## src/rtl/ccc_history.sv

```systemverilog
module ccc_history #(
    parameter int TIME_W = 16,
    parameter int BANK_W = 4,
    parameter int DEPTH  = 8
) (
    input  logic                          clk,
    input  logic                          rst_n,
    input  logic                          upd,
    input  logic                          ins,
    input  logic [TIME_W-1:0]             now_t,
    input  logic [TIME_W-1:0]             horizon,
    input  logic                          in_wr,
    input  logic [BANK_W-1:0]             in_bank,
    input  logic [TIME_W-1:0]             in_ws,
    input  logic [TIME_W-1:0]             in_we,
    output logic [DEPTH-1:0]              live,
    output logic [DEPTH-1:0]              vld,
    output logic [DEPTH-1:0]              wr,
    output logic [DEPTH-1:0][BANK_W-1:0]  bank,
    output logic [DEPTH-1:0][TIME_W-1:0]  t,
    output logic [DEPTH-1:0][TIME_W-1:0]  ws,
    output logic [DEPTH-1:0][TIME_W-1:0]  we,
    output logic                          no_room
);
    localparam int IDX_W = (DEPTH > 1) ? $clog2(DEPTH) : 1;

    logic [DEPTH-1:0] expired;
    logic [IDX_W-1:0] free_idx;
    logic             free_any;
    logic [TIME_W-1:0] in_t;

    assign in_t = now_t;

    genvar g;
    generate
        for (g = 0; g < DEPTH; g++) begin : g_prune
            assign expired[g] = (we[g] < now_t) && ((now_t - we[g]) > horizon);
            assign live[g]    = vld[g] && !expired[g];
        end
    endgenerate

    always_comb begin
        free_idx = '0;
        free_any = 1'b0;
        for (int i = DEPTH - 1; i >= 0; i--) begin
            if (!live[i]) begin
                free_idx = IDX_W'(i);
                free_any = 1'b1;
            end
        end
        no_room = !free_any;
    end

    always_ff @(posedge clk) begin
        if (!rst_n) begin
            vld  <= '0;
            wr   <= '0;
            bank <= '0;
            t    <= '0;
            ws   <= '0;
            we   <= '0;
        end else if (upd) begin
            vld <= live;
            if (ins && free_any) begin
                vld[free_idx]  <= 1'b1;
                wr[free_idx]   <= in_wr;
                bank[free_idx] <= in_bank;
                t[free_idx]    <= in_t;
                ws[free_idx]   <= in_ws;
                we[free_idx]   <= in_we;
            end
        end
    end
endmodule

```

## config.mk

```make
export PLATFORM = sky130hd
export DESIGN_NAME = ccc_history
export DESIGN_NICKNAME = d
export VERILOG_FILES = /design/src/rtl/ccc_history.sv
export SDC_FILE = /design/constraint.sdc
export NUM_CORES = 1
export LEC_CHECK = 0
export BUFFER_PORTS_ARGS = -buffer_cell sky130_fd_sc_hd__buf_2
export CAP_MARGIN = 10
export CELL_PAD_IN_SITES_DETAIL_PLACEMENT = 0
export CELL_PAD_IN_SITES_GLOBAL_PLACEMENT = 2
export CORE_MARGIN = 5
export CORE_UTILIZATION = 36
export DETAILED_ROUTE_END_ITERATION = 7
export PLACE_DENSITY = 0.84
export SYNTH_ARGS = -nofsm -noshare
export SYNTH_HDL_FRONTEND = slang
export SYNTH_SLANG_ARGS = --single-unit
export TNS_END_PERCENT = 1
```

## constraint.sdc

```tcl
create_clock -name clk -period 14.2 [get_ports clk]
set_input_delay 2.84 -clock clk [delete_from_list [all_inputs] [get_ports clk]]
set_output_delay 2.84 -clock clk [all_outputs]
set_load 0.01 [all_outputs]
```

==> Word-level counts from Yosys, hierarchy flattened <==
Cells that the tools add are included.
{ "op_classes": {"n_mul": 0, "add_sub_neg": 8, "eq_ne": 0, "n_reduce_logical": 28, "div": 0, "shift": 0, "bitwise": 1, "muxes": 28, "order_cmp": 18} }
{ "op_table": {"columns": ["op", "count"], "rows": [
  ["$bwmux 128", 3],
  ["$gt 16x16->1", 8],
  ["$lt 16x16->1", 8],
  ["$sub 16x16->16", 8],
  ["$demux 16 s3", 1],
  ["$bwmux 32", 1],
  ["$mux 3", 8],
  ["$logic_and 1x1->1", 18],
  ["$mux 16", 1],
  ["$demux 4 s3", 1],
  ["$logic_not 1->1", 9],
  ["$mux 1", 9],
  ["$bwmux 8", 1],
  ["$mux 8", 1],
  ["$or 8x8->8", 1],
  ["$lt 3x4->1 const B", 1],
  ["$mux 4", 1],
  ["$demux 1 s3", 1],
  ["$ge 3x1->1 const B", 1],
  ["$reduce_and 2->1", 1]
]} }
{ "word_totals": {"elab_cells": 117, "n_memories": 0, "mem_bits_rw": 0, "register_bits": 432, "romBits": 0, "out_inout_bits": 441, "latch_bits": 0, "inputBits": 73} }

==> Longest topological paths before layout <==
{ "logic_depth": {"depth_word": 19, "mapped_depth": 28, "ltp_nobuf": 25} }

==> Worst setup path after synthesis <==
No wires, ideal clock.
{ "synth_timing": {"kind": "input-to-output", "start": "input now_t[0]", "end": "output no_room", "path_slack_ps": 4374, "path_buffers": 2, "required_time_ps": 11360, "path_stages": 23, "arrival_ps": 6986, "cell_sequence": "buf_4 > inv_1 > ha_1 > inv_1 > fa_1 > a21o_1 > a21oi_1 > o211a_1 > nor3_1 > nor2_1 > o21bai_1 > a21oi_1 > xnor2_1 > ha_1 > nand4_1 > nor2_1 > a221o_1 > o31a_1 > a21boi_2 > and3b_2 > nand3_1 > clkbuf_1 > nor2_1"} }
{ "synth_between": {"word_cells_on_any_way": 57, "classes_between": "add/sub (8); order compare (16); mux (8); reduce/logical (25)"} }
{ "synth_lines": {"columns": ["element", "line", "rtl"], "rows": [
  ["from (decl)", "10", "input logic [TIME_W-1:0] now_t,"],
  ["$sub 16x16->16", "37", "assign expired[g] = (we[g] < now_t) && ((now_t - we[g]) > horizon);"],
  ["$gt 16x16->1", "37", null],
  ["$logic_and 1x1->1 (*)", "37", null],
  ["$logic_not 1->1 (*)", "38", "assign live[g] = vld[g] && !expired[g];"],
  ["$logic_and 1x1->1 (*)", "38", null],
  ["via live[4]", "16", "output logic [DEPTH-1:0] live,"],
  ["$mux 1 (*) (5 in series)", "46", "if (!live[i]) begin"],
  ["$logic_not 1->1 (*)", "51", "no_room = !free_any;"],
  ["to (decl)", "23", "output logic no_room"]
]} }
Mark *: on every way through the listed nets, which the timed path passes. The rest lies on a longest branch.

==> Worst setup path in the final report <==
{ "layout_timing": {"start": "input now_t[0]", "end": "output no_room"} }
{ "layout_between": {"elab_chain_cells": 14, "word_cells_on_any_way": 57, "classes_between": "add/sub (8); order compare (16); mux (8); reduce/logical (25)"} }
{ "layout_rtl": {"columns": ["element", "line"], "rows": [
  ["$sub 16x16->16", "37"],
  ["$gt 16x16->1", "37"],
  ["$logic_and 1x1->1", "37"],
  ["$logic_not 1->1", "38"],
  ["$logic_and 1x1->1", "38"],
  ["$mux 1 (7 in series)", "46"],
  ["$mux 1 (*)", "46"],
  ["$logic_not 1->1 (*)", "51"]
]} }
Mark *: on every way between the ends. The rest lies on a longest branch, timed or not.

==> impl_metrics.prom <==
# TYPE chip_impl_metric gauge
chip_impl_info{name="status",value="finished, final reports clean"} 1
chip_impl_metric{name="skew",unit="ns"} 0.0310
chip_impl_metric{name="number_of_pins_with_negative_max_slew_slack_in_the_final_report",unit=""} 0
chip_impl_metric{name="total_iterations_of_the_first_detailed_routing_run",unit=""} 5
chip_impl_metric{name="grt_start_max_net_pins",unit=""} 180
chip_impl_metric{name="area_enclosed_by_the_die_boundary",unit="sq um"} 73800
chip_impl_metric{name="layout.nets",unit=""} 3585
chip_impl_metric{name="max_freq",unit="MHz"} 88.3
chip_impl_metric{name="synth_seq_area_share",unit="%"} 35.1
chip_impl_metric{name="timing_worst_slew_pin_value",unit="ns"} 1.13
chip_impl_metric{name="power_per_unit_of_standard_cell_area",unit="nW/um^2"} 104
chip_impl_metric{name="placement.setup.worst_slack",unit="ns"} 3.03
chip_impl_metric{name="finalSetupViolCount",unit=""} 0
chip_impl_info{name="cpMaxStageDelayCell",value="sky130_fd_sc_hd__inv_1"} 1
chip_impl_metric{name="coreArea",unit="sq um"} 68200
chip_impl_metric{name="yosysWarnings",unit=""} 0
chip_impl_metric{name="synthesis_stage_register_bit_count",unit=""} 432
chip_impl_metric{name="post-place-cells",unit=""} 4079
chip_impl_metric{name="ir_worst_vdd",unit="mV"} 0.100
chip_impl_metric{name="fin_worst_hold_slack",unit="ns"} 0.452
chip_impl_metric{name="average_vias_per_placed_instance",unit=""} 5.36
chip_impl_info{name="rsz0062_at_grt",value="false"} 1
chip_impl_metric{name="numCtsBuffers",unit=""} 49
chip_impl_metric{name="cts_post_setup_buffers_inserted",unit=""} 0
chip_impl_metric{name="final_core_utilization",unit="%"} 42.9
chip_impl_metric{name="postRouteAntennaNets",unit=""} 0
chip_impl_metric{name="post_synth_instance_area",unit="sq um"} 24600
chip_impl_metric{name="worst_slew_margin_rel",unit="%"} 24.7
chip_impl_metric{name="crit_arrival",unit="ns"} 8.48
chip_impl_metric{name="place_area",unit="sq um"} 27600
chip_impl_metric{name="worst_path_largest_cell_delay",unit="ns"} 0.54
chip_impl_info{name="hold_class",value="flip-flop to flip-flop"} 1
chip_impl_info{name="critical_path.cell_chain",value="buf_2 -> inv_1 -> ha_1 -> inv_1 -> fa_1 -> a21o_1 -> a21oi_1 -> o211ai_1 -> a21oi_1 -> o21bai_1 -> a21oi_1 -> xnor2_1 -> ha_1 -> nand4_1 -> a2111oi_0 -> o31ai_1 -> o21ai_1 -> nor2_1 -> nand3_2 -> buf_4 -> nor2_1 -> buf_2"} 1
chip_impl_metric{name="dieHeight",unit="um"} 272
chip_impl_metric{name="max_cap_violations",unit=""} 0
chip_impl_info{name="hold_path_startpoint",value="t[14]$_SDFFE_PN0P_"} 1
chip_impl_metric{name="post_route_total_power",unit="mW"} 3.04
chip_impl_metric{name="die_x",unit="um"} 272
chip_impl_metric{name="global_route.usage.total",unit="%"} 26.2
chip_impl_metric{name="synth_area_per_cell",unit="sq um"} 8.69
chip_impl_metric{name="filler_cell_count",unit=""} 6912
chip_impl_metric{name="timing.final.crit_period",unit="ns"} 11.32
chip_impl_info{name="dominantRegCellSynth",value="sky130_fd_sc_hd__dfxtp_1"} 1
chip_impl_metric{name="timing.critical_path.fanout_max",unit=""} 54
chip_impl_metric{name="iteration_0_drc_count_of_the_detailed_router",unit=""} 1466
chip_impl_metric{name="initial_core_util",unit="%"} 36.1
chip_impl_info{name="startpoint",value="now_t[0]"} 1
chip_impl_info{name="r2r-start",value="we[0]$_SDFFE_PN0P_"} 1
chip_impl_metric{name="cp.required",unit="ns"} 11.36
chip_impl_metric{name="clkLatencyLatePin",unit="ns"} 0.62
chip_impl_metric{name="cts.clk_slew.worst_paths",unit="ns"} 0.06
chip_impl_info{name="tritoncts",value="yes"} 1
chip_impl_metric{name="timing_hold_violations_final",unit=""} 0
chip_impl_metric{name="flop_to_flop_setup_slack",unit="ns"} 7.81
chip_impl_info{name="worstSetupStartpointType",value="input pin"} 1
chip_impl_metric{name="detail_route.wirelength",unit="mm"} 101
chip_impl_info{name="worstSetupEndpointType",value="output pin"} 1
chip_impl_info{name="ctsRootBufferMaster",value="sky130_fd_sc_hd__clkbuf_16"} 1
chip_impl_metric{name="floorplan.io_pins",unit=""} 514
chip_impl_metric{name="drc_errors",unit=""} 0
chip_impl_metric{name="synth-edff-count",unit=""} 0
chip_impl_metric{name="syn_nets",unit=""} 3174
chip_impl_metric{name="multi_input_comb_area",unit="sq um"} 14400
chip_impl_metric{name="final_design_area_no_fill",unit="sq um"} 29300
chip_impl_metric{name="dr_total_vias",unit=""} 22300
chip_impl_metric{name="setup_ws",unit="ns"} 2.88
chip_impl_metric{name="port-buffer-count",unit=""} 513
chip_impl_metric{name="cellLeakagePower",unit="nW"} 13.8
chip_impl_metric{name="cts_hold_repair.buffers",unit=""} 0
chip_impl_metric{name="grt_antenna_before_repair",unit=""} 1
chip_impl_metric{name="cts.sink_count",unit=""} 432
chip_impl_info{name="critical_path_class",value="input pin to output pin"} 1
chip_impl_metric{name="clock_h_tree_levels",unit=""} 2
chip_impl_metric{name="post_drt_wl_per_cell",unit="um"} 24.2
chip_impl_metric{name="async_flop_share",unit="%"} 0
chip_impl_metric{name="antenna_cells_inserted",unit=""} 0
chip_impl_metric{name="post_cts_resize_count",unit=""} 0
chip_impl_metric{name="largest_buffer_count_on_any_clock_path",unit=""} 3
chip_impl_metric{name="ys_types",unit=""} 71
chip_impl_info{name="crit_path_frequent_cell",value="sky130_fd_sc_hd__a21oi_1"} 1
chip_impl_metric{name="finalWeightedCongestion",unit=""} 0.901
chip_impl_metric{name="seq_area",unit="sq um"} 8650
chip_impl_metric{name="final-instance-count-excl-fill",unit=""} 4166
chip_impl_metric{name="leftover_overflow_at_the_end_of_global_routing",unit=""} 0
chip_impl_metric{name="row_count",unit=""} 96
chip_impl_metric{name="layout-drive-gt1-share",unit="%"} 19.4
chip_impl_metric{name="via_count_of_the_first_global_routing_pass",unit=""} 22200
chip_impl_metric{name="grt_pass1_wl",unit="mm"} 147
chip_impl_metric{name="finalCritPeriodShare",unit="%"} 79.7
chip_impl_metric{name="area_delta_synth_final",unit="%"} 18.8
chip_impl_metric{name="dp_hpwl",unit="mm"} 73.6
chip_impl_metric{name="timing.setup.tns",unit="ns"} 0
chip_impl_metric{name="post_synth_inst_count",unit=""} 2837
==> flip-flops by register name, indices dropped and copies added (netlist names) <==
register,flops
we,128
ws,128
t,128
wr,8
vld,8
bank,32
==> placed cells by master, fill, tap and decap left out, types with 17 or more instances in the layout <==
master                      count
sky130_fd_sc_hd__nand4_1       49
sky130_fd_sc_hd__o21ai_0      105
sky130_fd_sc_hd__xnor2_1       78
sky130_fd_sc_hd__buf_4         17
sky130_fd_sc_hd__a21o_1        49
sky130_fd_sc_hd__and3_1        18
sky130_fd_sc_hd__nor2b_1       21
sky130_fd_sc_hd__buf_2        513
sky130_fd_sc_hd__clkbuf_16     49
sky130_fd_sc_hd__nor2_1       400
sky130_fd_sc_hd__ha_1         256
sky130_fd_sc_hd__inv_1        184
sky130_fd_sc_hd__o21a_1        18
sky130_fd_sc_hd__mux2i_1      318
sky130_fd_sc_hd__nor3_1        26
sky130_fd_sc_hd__xor2_1        20
sky130_fd_sc_hd__dfxtp_1      432
sky130_fd_sc_hd__nand3_1       86
sky130_fd_sc_hd__a211oi_1      18
sky130_fd_sc_hd__a21oi_1      240
sky130_fd_sc_hd__nand2_1      178
==> layer usage <==
layer / vias to the layer above / track usage, % / wire length, um
li1: 10600 / - / -
met1: 10800 / 33.6 / 42800
met2: 733 / 43.5 / 46600
met3: 150 / 6.94 / 8150
met4: 2 / 7.78 / 3210
met5: - / 0 / 13
==> synthesized netlist by cell type (3+ instances only) <==
master	count	area share [%]
sky130_fd_sc_hd__a211o_1	6	0.21
sky130_fd_sc_hd__a211oi_1	18	0.55
sky130_fd_sc_hd__a21boi_0	8	0.24
sky130_fd_sc_hd__a21o_1	49	1.5
sky130_fd_sc_hd__a21oi_1	240	4.9
sky130_fd_sc_hd__a221o_1	6	0.24
sky130_fd_sc_hd__a221oi_1	5	0.18
sky130_fd_sc_hd__a311oi_1	3	0.11
sky130_fd_sc_hd__a31oi_1	3	0.076
sky130_fd_sc_hd__and2_1	5	0.13
sky130_fd_sc_hd__and3_1	18	0.46
sky130_fd_sc_hd__and4_1	5	0.18
sky130_fd_sc_hd__buf_2	42	0.85
sky130_fd_sc_hd__buf_4	39	1.2
sky130_fd_sc_hd__buf_6	16	0.73
sky130_fd_sc_hd__clkbuf_1	73	1.1
sky130_fd_sc_hd__dfxtp_1	432	35
sky130_fd_sc_hd__fa_1	8	0.65
sky130_fd_sc_hd__ha_1	256	13
sky130_fd_sc_hd__inv_1	184	2.8
sky130_fd_sc_hd__mux2i_1	318	13
sky130_fd_sc_hd__nand2_1	178	2.7
sky130_fd_sc_hd__nand2b_1	8	0.20
sky130_fd_sc_hd__nand3_1	89	1.8
sky130_fd_sc_hd__nand4_1	49	1.2
sky130_fd_sc_hd__nor2_1	401	6.1
sky130_fd_sc_hd__nor2b_1	21	0.53
sky130_fd_sc_hd__nor3_1	27	0.55
sky130_fd_sc_hd__nor3b_1	4	0.12
sky130_fd_sc_hd__nor4_1	13	0.33
sky130_fd_sc_hd__o211a_1	4	0.16
sky130_fd_sc_hd__o211ai_1	11	0.34
sky130_fd_sc_hd__o21a_1	18	0.55
sky130_fd_sc_hd__o21ai_0	105	2.1
sky130_fd_sc_hd__o21bai_1	14	0.43
sky130_fd_sc_hd__o31a_1	4	0.14
sky130_fd_sc_hd__o31ai_1	6	0.18
sky130_fd_sc_hd__or2_2	3	0.076
sky130_fd_sc_hd__or3_1	14	0.36
sky130_fd_sc_hd__xnor2_1	78	2.8
sky130_fd_sc_hd__xor2_1	20	0.71
==> cell families (layout without fill, tap and decap cells) <==
group	after synthesis	in the layout	share of synthesized area (%)
AND/OR/NAND/NOR	848	848	15.3
multiplexers	318	318	12.9
buffers and inverters	355	802	6.70
flip-flops	432	432	35.1
adder cells (fa/ha/maj)	264	264	13.6
AO/OA/AOI/OAI	522	522	12.8
XOR/XNOR	98	98	3.48
==> critical path: cells and delay by family <==
kind                       cells  cell delay (ns)
AOI/OAI and AO/OA              9             2.53
xor gates and xnor gates       1             0.09
adders and majority gates      3             0.98
buffers and inverters          5             1.41
and+or+nand+nor                4             0.57
==> final cells by class <==
type / instances / area share, %
Timing Repair Buffer: 530 / 9.20
Clock buffer: 71 / 5.02
Tap cell: 882 / 3.77
Multi-Input combinational cell: 2050 / 49.2
Sequential cell: 432 / 29.5
Clock inverter: 16 / 0.872
Inverter: 185 / 2.40
==> final timing paths <==
| path | to | cells after the start |
|---|---|---|
| setup reg to reg | ws[39]$_SDFFE_PN0P_ | 25 |
| hold / removal | t[14]$_SDFFE_PN0P_ | 2 |
| setup / recovery | no_room | 22 |
| hold reg to reg | t[14]$_SDFFE_PN0P_ | 2 |
==> power by group <==
part           total (mW)  switching, mW  internal [mW]  leakage, nW
sequential           1.23        0.00690           1.22         3.48
combinational       0.464          0.297          0.167         9.49
clock                1.35          0.552          0.796        0.847
total                3.04          0.856           2.19         13.8
Note: power is estimated with default switching activity, not from simulation.
